File: src/rtl/llsc_mon_pkg.sv
package llsc_mon_pkg;
  typedef enum logic [2:0] {
    OP_LOAD  = 3'd0,
    OP_STORE = 3'd1,
    OP_LL    = 3'd2,
    OP_SC    = 3'd3,
    OP_LRD   = 3'd4,
    OP_LWR   = 3'd5,
    OP_FLUSH = 3'd6,
    OP_FETCH = 3'd7
  } llsc_op_e;
endpackage

File: src/rtl/llsc_op_decode.sv
module llsc_op_decode
  import llsc_mon_pkg::*;
(
  input  logic [2:0] op,
  output logic       is_ll,
  output logic       is_sc,
  output logic       is_wr,
  output logic       is_lrd,
  output logic       is_lwr
);
  llsc_op_e op_e;

  always_comb begin
    op_e   = llsc_op_e'(op);
    is_ll  = (op_e == OP_LL);
    is_sc  = (op_e == OP_SC);
    is_lrd = (op_e == OP_LRD);
    is_lwr = (op_e == OP_LWR);
    // write-class operations that drop the requester's own lock
    is_wr  = (op_e == OP_STORE) || (op_e == OP_LRD) ||
             (op_e == OP_LWR)   || (op_e == OP_FLUSH);
  end
endmodule

File: src/rtl/llsc_resv_table.sv
module llsc_resv_table #(
  parameter int N      = 4,
  parameter int LINE_W = 26,
  parameter int ID_W   = 2
) (
  input  logic              clk,
  input  logic              rst_n,
  input  logic              inv_en,
  input  logic [LINE_W-1:0] inv_line,
  input  logic [ID_W-1:0]   inv_req,
  input  logic              op_en,
  input  logic              op_ll,
  input  logic              op_sc,
  input  logic              op_wr,
  input  logic [LINE_W-1:0] op_line,
  input  logic [ID_W-1:0]   op_req,
  output logic              sc_hit
);
  localparam int RK_W = (N > 1) ? $clog2(N) : 1;

  logic [N-1:0]      vld_q, vld_d;
  logic [LINE_W-1:0] line_q [N];
  logic [ID_W-1:0]   own_q  [N];
  logic [RK_W-1:0]   rank_q [N];
  logic [RK_W-1:0]   rank_d [N];

  logic [N-1:0] inv_clr, vld_eff, ln_hit, own_hit;
  logic [N-1:0] free_oh, vict_oh, tgt_oh, cmp_clr, gone;
  logic         alloc, free_found;

  // per-entry match logic
  for (genvar g = 0; g < N; g++) begin : g_match
    assign inv_clr[g] = inv_en && vld_q[g] && (line_q[g] == inv_line) &&
                        (own_q[g] == inv_req);
    assign vld_eff[g] = vld_q[g] && !inv_clr[g];
    assign ln_hit[g]  = vld_eff[g] && (line_q[g] == op_line);
    assign own_hit[g] = ln_hit[g] && (own_q[g] == op_req);
  end

  assign sc_hit = |own_hit;
  assign alloc  = op_en && op_ll;

  // slot choice for a load-linked: same line, else first free, else oldest
  always_comb begin
    free_oh    = '0;
    vict_oh    = '0;
    free_found = 1'b0;
    for (int i = 0; i < N; i++) begin
      if (!vld_eff[i] && !free_found) begin
        free_oh[i] = 1'b1;
        free_found = 1'b1;
      end
      if (vld_eff[i] && (rank_q[i] == RK_W'(N - 1))) vict_oh[i] = 1'b1;
    end
    if (|ln_hit)       tgt_oh = ln_hit;
    else if (|free_oh) tgt_oh = free_oh;
    else               tgt_oh = vict_oh;
  end

  always_comb begin
    cmp_clr = '0;
    if (op_en) begin
      if (op_sc)      cmp_clr = ln_hit;
      else if (op_wr) cmp_clr = own_hit;
      else if (op_ll) cmp_clr = tgt_oh & vld_eff;
    end
    gone = inv_clr | cmp_clr;
  end

  // age ranks: compact over removed entries, push survivors back on allocation
  always_comb begin
    for (int i = 0; i < N; i++) begin
      int cnt;
      int r;
      cnt = 0;
      for (int j = 0; j < N; j++) begin
        if (gone[j] && (rank_q[j] < rank_q[i])) cnt++;
      end
      r = int'(rank_q[i]) - cnt + (alloc ? 1 : 0);
      rank_d[i] = RK_W'(r);
      if (alloc && tgt_oh[i]) rank_d[i] = '0;
    end
    vld_d = (vld_q & ~gone) | (alloc ? tgt_oh : '0);
  end

  always_ff @(posedge clk or negedge rst_n) begin
    if (!rst_n) vld_q <= '0;
    else        vld_q <= vld_d;
  end

  for (genvar g = 0; g < N; g++) begin : g_store
    always_ff @(posedge clk) begin
      if (alloc && tgt_oh[g]) begin
        line_q[g] <= op_line;
        own_q[g]  <= op_req;
      end
      if (vld_d[g]) rank_q[g] <= rank_d[g];
    end
  end

  // checks on stored state
  logic dup_line, rank_clash;
  always_comb begin
    dup_line   = 1'b0;
    rank_clash = 1'b0;
    for (int i = 0; i < N; i++) begin
      for (int j = i + 1; j < N; j++) begin
        if (vld_q[i] && vld_q[j] && (line_q[i] == line_q[j])) dup_line = 1'b1;
        if (vld_q[i] && vld_q[j] && (rank_q[i] == rank_q[j])) rank_clash = 1'b1;
      end
    end
  end

  AST_NO_DUP_LINE: assert property (@(posedge clk) disable iff (!rst_n)
    !dup_line);
  AST_RANK_DISTINCT: assert property (@(posedge clk) disable iff (!rst_n)
    !rank_clash);
  AST_SC_LINE_CLEARED: assert property (@(posedge clk) disable iff (!rst_n)
    (op_en && op_sc && !alloc) |=> !(|(vld_q & ~$past(vld_q))));
endmodule

File: src/rtl/llsc_resv_mon.sv
module llsc_resv_mon #(
  parameter int N      = 4,
  parameter int LINE_W = 26,
  parameter int ID_W   = 2
) (
  input  logic              clk,
  input  logic              rst_n,
  input  logic              cfg_bypass,
  input  logic              cmp_valid,
  input  logic [2:0]        cmp_op,
  input  logic [LINE_W-1:0] cmp_line,
  input  logic [ID_W-1:0]   cmp_req,
  input  logic              cmp_present,
  input  logic              inv_valid,
  input  logic [LINE_W-1:0] inv_line,
  input  logic [ID_W-1:0]   inv_req,
  output logic              res_valid,
  output logic              res_ok,
  output logic [LINE_W-1:0] res_line,
  output logic              q_block,
  output logic              q_unblock
);
  logic is_ll, is_sc, is_wr, is_lrd, is_lwr;
  logic op_en, inv_en, sc_hit;

  logic              vld_q, ok_q, blk_q, ublk_q;
  logic              vld_d, ok_d, blk_d, ublk_d;
  logic [LINE_W-1:0] line_q;

  llsc_op_decode u_dec (
    .op     (cmp_op),
    .is_ll  (is_ll),
    .is_sc  (is_sc),
    .is_wr  (is_wr),
    .is_lrd (is_lrd),
    .is_lwr (is_lwr)
  );

  assign op_en  = cmp_valid && cmp_present && !cfg_bypass;
  assign inv_en = inv_valid && !cfg_bypass;

  llsc_resv_table #(.N(N), .LINE_W(LINE_W), .ID_W(ID_W)) u_tab (
    .clk      (clk),
    .rst_n    (rst_n),
    .inv_en   (inv_en),
    .inv_line (inv_line),
    .inv_req  (inv_req),
    .op_en    (op_en),
    .op_ll    (is_ll),
    .op_sc    (is_sc),
    .op_wr    (is_wr),
    .op_line  (cmp_line),
    .op_req   (cmp_req),
    .sc_hit   (sc_hit)
  );

  always_comb begin
    vld_d  = cmp_valid;
    ok_d   = !(op_en && is_sc) || sc_hit;
    blk_d  = cmp_valid && is_lrd;
    ublk_d = cmp_valid && is_lwr;
  end

  always_ff @(posedge clk or negedge rst_n) begin
    if (!rst_n) begin
      vld_q  <= 1'b0;
      blk_q  <= 1'b0;
      ublk_q <= 1'b0;
    end else begin
      vld_q  <= vld_d;
      blk_q  <= blk_d;
      ublk_q <= ublk_d;
    end
  end

  always_ff @(posedge clk) begin
    if (cmp_valid) begin
      ok_q   <= ok_d;
      line_q <= cmp_line;
    end
  end

  assign res_valid = vld_q;
  assign res_ok    = ok_q;
  assign res_line  = line_q;
  assign q_block   = blk_q;
  assign q_unblock = ublk_q;

  AST_RES_FOLLOWS_CMP: assert property (@(posedge clk) disable iff (!rst_n)
    cmp_valid |=> res_valid);
  AST_NONSC_OK: assert property (@(posedge clk) disable iff (!rst_n)
    (res_valid && ($past(cmp_op) != 3'd3)) |-> res_ok);
  AST_BYPASS_OK: assert property (@(posedge clk) disable iff (!rst_n)
    (res_valid && $past(cfg_bypass)) |-> res_ok);
  AST_BLK_EXCL: assert property (@(posedge clk) disable iff (!rst_n)
    !(q_block && q_unblock));
  AST_BLK_SRC: assert property (@(posedge clk) disable iff (!rst_n)
    q_block |-> $past(cmp_valid && (cmp_op == 3'd4)));
endmodule

File: config.mk
export PLATFORM = sky130hd
export DESIGN_NAME = llsc_resv_mon
export DESIGN_NICKNAME = d
export VERILOG_FILES = /design/src/rtl/llsc_mon_pkg.sv /design/src/rtl/llsc_op_decode.sv /design/src/rtl/llsc_resv_table.sv /design/src/rtl/llsc_resv_mon.sv
export SDC_FILE = /design/constraint.sdc
export NUM_CORES = 1
export LEC_CHECK = 0
export CAP_MARGIN = 0
export CORE_ASPECT_RATIO = 0.8
export CORE_UTILIZATION = 50
export CTS_CLUSTER_SIZE = 16
export DETAILED_ROUTE_END_ITERATION = 12
export PLACE_DENSITY = 0.84
export SLEW_MARGIN = 25
export SYNTH_ARGS = -nofsm -noshare
export SYNTH_HDL_FRONTEND = slang
export SYNTH_SLANG_ARGS = --single-unit
File: constraint.sdc
create_clock -name clk -period 11.5 [get_ports clk]
set_clock_uncertainty 0.15 [all_clocks]
set_input_delay 1.15 -clock clk [delete_from_list [all_inputs] [get_ports clk]]
set_output_delay 1.15 -clock clk [all_outputs]
set_load 0.1 [all_outputs]
After elaboration in Yosys (flattened, before gate mapping) --
Memories as Yosys holds them, arrays and structs flattened. Cells that the tools add are included.
Storage, ports and cells: input port bits 65, logic and storage cells 206, output and inout port bits 30, flip-flop bits (word level) 34, memories kept 3, RAM bits 120
Memory list:
- u_tab.line_q | words 4, bits a word 26, rd ports 4, clocked after Yosys merged registers in 0, write ports 4, line llsc_resv_table.sv:22 | logic [LINE_W-1:0] line_q [N];
- u_tab.own_q | words 4, bits a word 2, rd ports 4, clocked after Yosys merged registers in 0, write ports 4, line llsc_resv_table.sv:23 | logic [ID_W-1:0] own_q [N];
- u_tab.rank_q | words 4, bits a word 2, rd ports 4, clocked after Yosys merged registers in 0, write ports 4, line llsc_resv_table.sv:24 | logic [RK_W-1:0] rank_q [N];
Operators by class: multiplexer cells 54, reductions and logical operators 76, eq/ne operators 26, add/sub/neg operators 20, bitwise gates (word level) 5, $lt $le $gt $ge 16
Operators with widths (number):
- 26-bit == test | 8
- 1-bit logical AND | 58
- 2-bit less-than comparator | 16
- 2-bit two-way mux | 16
- 1-bit two-way mux | 31
- 4-bit two-way mux | 7
- 2-bit == test | 8
- 4-bit OR reduction | 3
- 1-bit logical NOT | 11
- 3-bit == test (second input constant) | 3
- 1-bit by 1-bit adder with 2-bit output (second input constant) | 4
- 2-bit by 1-bit adder with 2-bit output (second input constant) | 4
- 2-bit adder | 4
- 2-bit adder (second input constant) | 4
- 4-bit bitwise AND | 2
- 2-bit == test (second input constant) | 4
- 4-bit bitwise OR | 2
- 2-bit subtractor | 4
- 3-bit by 2-bit == test with 1-bit output (second input constant) | 2
- 1-bit logical OR | 4
- 4-bit inverter | 1
- 3-bit by 1-bit == test with 1-bit output (second input constant) | 1

Longest topological paths before layout --
depth in word-level cells 36, mapped depth 21, mapped depth without buffers 20

Hierarchy --
A second synthesis with hierarchy kept.
Unflattened totals: cell total of the unflattened synthesis 692, area total of the unflattened synthesis 8693.3 um^2
By module, submodules not included:
- llsc_resv_table | sequential area each 3703.6 um^2, instances 1, area an instance 7724.9 um^2, cells an instance 651
- llsc_resv_mon | sequential area each 885.8 um^2, instances 1, area an instance 924.6 um^2, cells an instance 35
- llsc_op_decode | sequential area each 0.0 um^2, instances 1, area an instance 43.8 um^2, cells an instance 6

Worst setup path before layout --
Ideal clock, no wire load.
kind input to register, start input port inv_line[7], end memory u_tab.rank_q[2][1] (netlist name) (data pin), required time 11072 ps, slack 6006 ps, library setup time 278 ps, buffers on the path 1, arrival time 5066 ps, stages 21, cells stage by stage buf_2 xnor2_1 nand4_1 or4_4 o21a_1 a211oi_1 o2111ai_1 o31ai_1 a21oi_1 a211oi_1 ha_1 xor2_1 ha_1 inv_1 ha_1 xnor2_1 xnor2_1 nor2_1 nand2_1 mux2_2 o211ai_1
RTL lines:
- from (decl) | line llsc_resv_mon.sv:15 | input logic [LINE_W-1:0] inv_line,
- to (decl) | line llsc_resv_table.sv:24

==> reports/qor.txt <==
GRT Resource Usage Total: 28.9%
Seq cells post-synth: 154
Peak VDD IR: 0.105 mV
GP Congestion: 0.972
Clk buf depth: 2
Period utilisation layout: 61.1%
Mapped Area: 0.00886 mm^2
Syn nets: 805
CTS resizes: 0
Design Area, Final: 0.0106 mm^2
Die extent in y: 121 um
Clock Pin Slew Worst Setup and Hold Paths: 0.06 ns
Number of port buffers: 94
IO Pins: 95
Via density: 6.01
H-tree lvl count: 4
Via count: 6364
Rows: 43
Final setup fails: 0
Root Driver: clkbuf_16
Worst EP required: 11.62 ns
Tmin final: 7.03 ns
Initial Util: 51.1%
Worst slew pin tran: 1.02 ns
Worst endpoint data arrival time: 7.15 ns
Cell variety after synth: 63
Area Overhead vs Synth: 19.8%
Total grt overflow: 0
Startpoint class of the critical path: input pin
Die ar.: 0.0183 mm^2
Final hold vios: 0
Worst slew margin: 31.6%
Yosys Warn Count: 0
Sequential area share after synthesis: 51.8%
Routed WL: 25100 um
Power Dens Cells: 137 mW/mm^2
Global-route wire length before repair: 37300 um
Largest net degree at the start of global routing: 35
Fin Setup TNS: 0 ns
TritonCTS Sinks: 154
Commonest non-fill, non-tap cells in the layout: xor2_1 (147), edfxtp_1 (147), xnor2_1 (94), clkdlybuf4s50_1 (93), nor4_1 (36)
Placed inst area: 0.0101 mm^2
CP Capture Type: flip-flop
Per-cell routed wire length: 23.7 um
Setup repair after global routing missed its margin: no
Share of cells above drive strength 1: 6.71%
Maxcap violations: 0
CTS Buf Count: 17
Final #Nets: 914
Gate Count Post-Synth: 712
Initial DRC Count: 711
Initial antenna violation count: 0
WHS: 0.637 ns
Async S/R FF share, synth: 4.55%
Critical path class: input pin to flip-flop
Final core occ: 61.3%
Number of enable flip-flop cells after synthesis: 147
DRC Markers: 0
Worst-path maximum fanout: 9
Ant. Diodes: 0
FMAX: 0.142 GHz
Vias in the first global route: 6245
Pleak: 3.69 nW
First-pass iteration count of the detailed router: 7
Worst-Skew Late Latency: 0.44 ns
Post-CTS Setup Bufs: 0
Hold Buf Count CTS: 0
Fillers: 1364
ANT nets after route: 0
Hpwl dp: 18900 um
Ys flop type: edfxtp_1
Fin. max-slew vios: 0
Status: completed
Die Span X: 151 um
Syn Area/Cell: 12.4 um^2
CTS tree: done
Core ar.: 0.0173 mm^2
Hold Path Class: flip-flop to flip-flop
## state kept, by name (all words and copies together) (netlist names)
signal / count
q_block: 1
res_valid: 1
q_unblock: 1
u_tab.line_q: 104
res_ok: 1
res_line: 26
u_tab.own_q: 8
u_tab.rank_q: 8
u_tab.vld_q: 4
## worst paths after layout
kind                                               from  slack, ns  depth (start not counted)                               end
max                                         cmp_line[3]       4.47                         20  u_tab.rank_q[2][1]$_SDFFCE_PP0P_
min                            u_tab.vld_q[3]$_DFF_PN0_       0.64                          1          u_tab.vld_q[3]$_DFF_PN0_
max reg2reg                u_tab.line_q[2][3]$_DFFE_PP_       5.46                         19  u_tab.rank_q[2][1]$_SDFFCE_PP0P_
min reg2reg                    u_tab.vld_q[3]$_DFF_PN0_       0.64                          1          u_tab.vld_q[3]$_DFF_PN0_
max in group asynchronous                         rst_n      10.10                          1          u_tab.vld_q[2]$_DFF_PN0_
min in group asynchronous                         rst_n       0.84                          1               res_valid$_DFF_PN0_
## worst max-delay path, cell delays in order
cell and delay [ns]:
clkdlybuf4s50_1 0.65, xor2_1 0.25, nor4_1 0.75, nand4_1 0.38, a311oi_1 0.79, a211oi_1 0.24, o2111ai_1 0.24, o31ai_1 0.10
a21oi_1 0.51, a211oi_1 0.14, ha_1 0.33, xor2_1 0.16, ha_1 0.30, inv_1 0.04, ha_1 0.18, xnor2_1 0.25
xnor2_1 0.20, nand3_1 0.11, mux2_2 0.28, o211ai_1 0.09
## synth_stat cells (3+ instances only)
cell,instances,area (um^2)
nand2_1,30,113
nand4_1,29,181
nor4_1,36,225
a211oi_1,7,52.6
o2111ai_1,3,26.3
a31o_2,3,26.3
and4_1,5,43.8
xor2_1,147,1290
nor2b_1,4,25.0
ha_1,28,350
a21oi_1,12,60.1
and2_1,8,50.1
mux2_2,3,33.8
a211o_1,5,43.8
nor2_1,23,86.3
o41a_1,4,45.0
nor3b_1,4,30.0
dfrtp_1,7,175
xnor2_1,94,823
inv_1,21,78.8
nand3_1,23,115
nor3_1,10,50.1
a31oi_1,3,18.8
edfxtp_1,147,4410
o21ai_0,5,25.0
buf_2,4,20.0
## per-stage QoR
stage	setup WS, ns	total power, mW	cells
global placement	4.43	0.921	1027
CTS	4.81	1.45	1059
finish	4.47	1.46	1059
detailed placement	4.38	0.924	1027
global route	4.30	1.50	1059
floorplan	6.01	0.824	712
## power by group
group	switching, mW	leakage [nW]	internal (mW)
sequential	0.0141	1.44	0.635
combinational	0.178	1.98	0.0909
clock	0.252	0.273	0.285
total	0.445	3.69	1.01
## area by class of cell
type                            instances  area [um^2]  area share (%)
Inverter                               23         86.3           0.814
Clock buffer                           17          425            4.01
Timing Repair Buffer                   97          958            9.03
Clock inverter                         15          134            1.26
Sequential cell                       154         4590            43.2
Multi-Input combinational cell        528         4140            39.0
Tap cell                              225          282            2.65
## logic make-up after synthesis
kind of cell | after synthesis | share of synthesized area (%)
adders and majority gates | 28 | 3.95
DFF | 154 | 51.8
xor gates and xnor gates | 242 | 24.0
and+or+nand+nor | 188 | 12.1
AOI/OAI and AO/OA | 65 | 6.03
buffers and inverters | 30 | 1.50
muxes | 5 | 0.607
## routing by layer
metal	GRT usage [%]	share of wire (%)
met5	0	0.11
met4	8.75	1.6
met3	8.91	11
met2	41.2	43
met1	41.9	44
(Power assumes the default switching activity.)
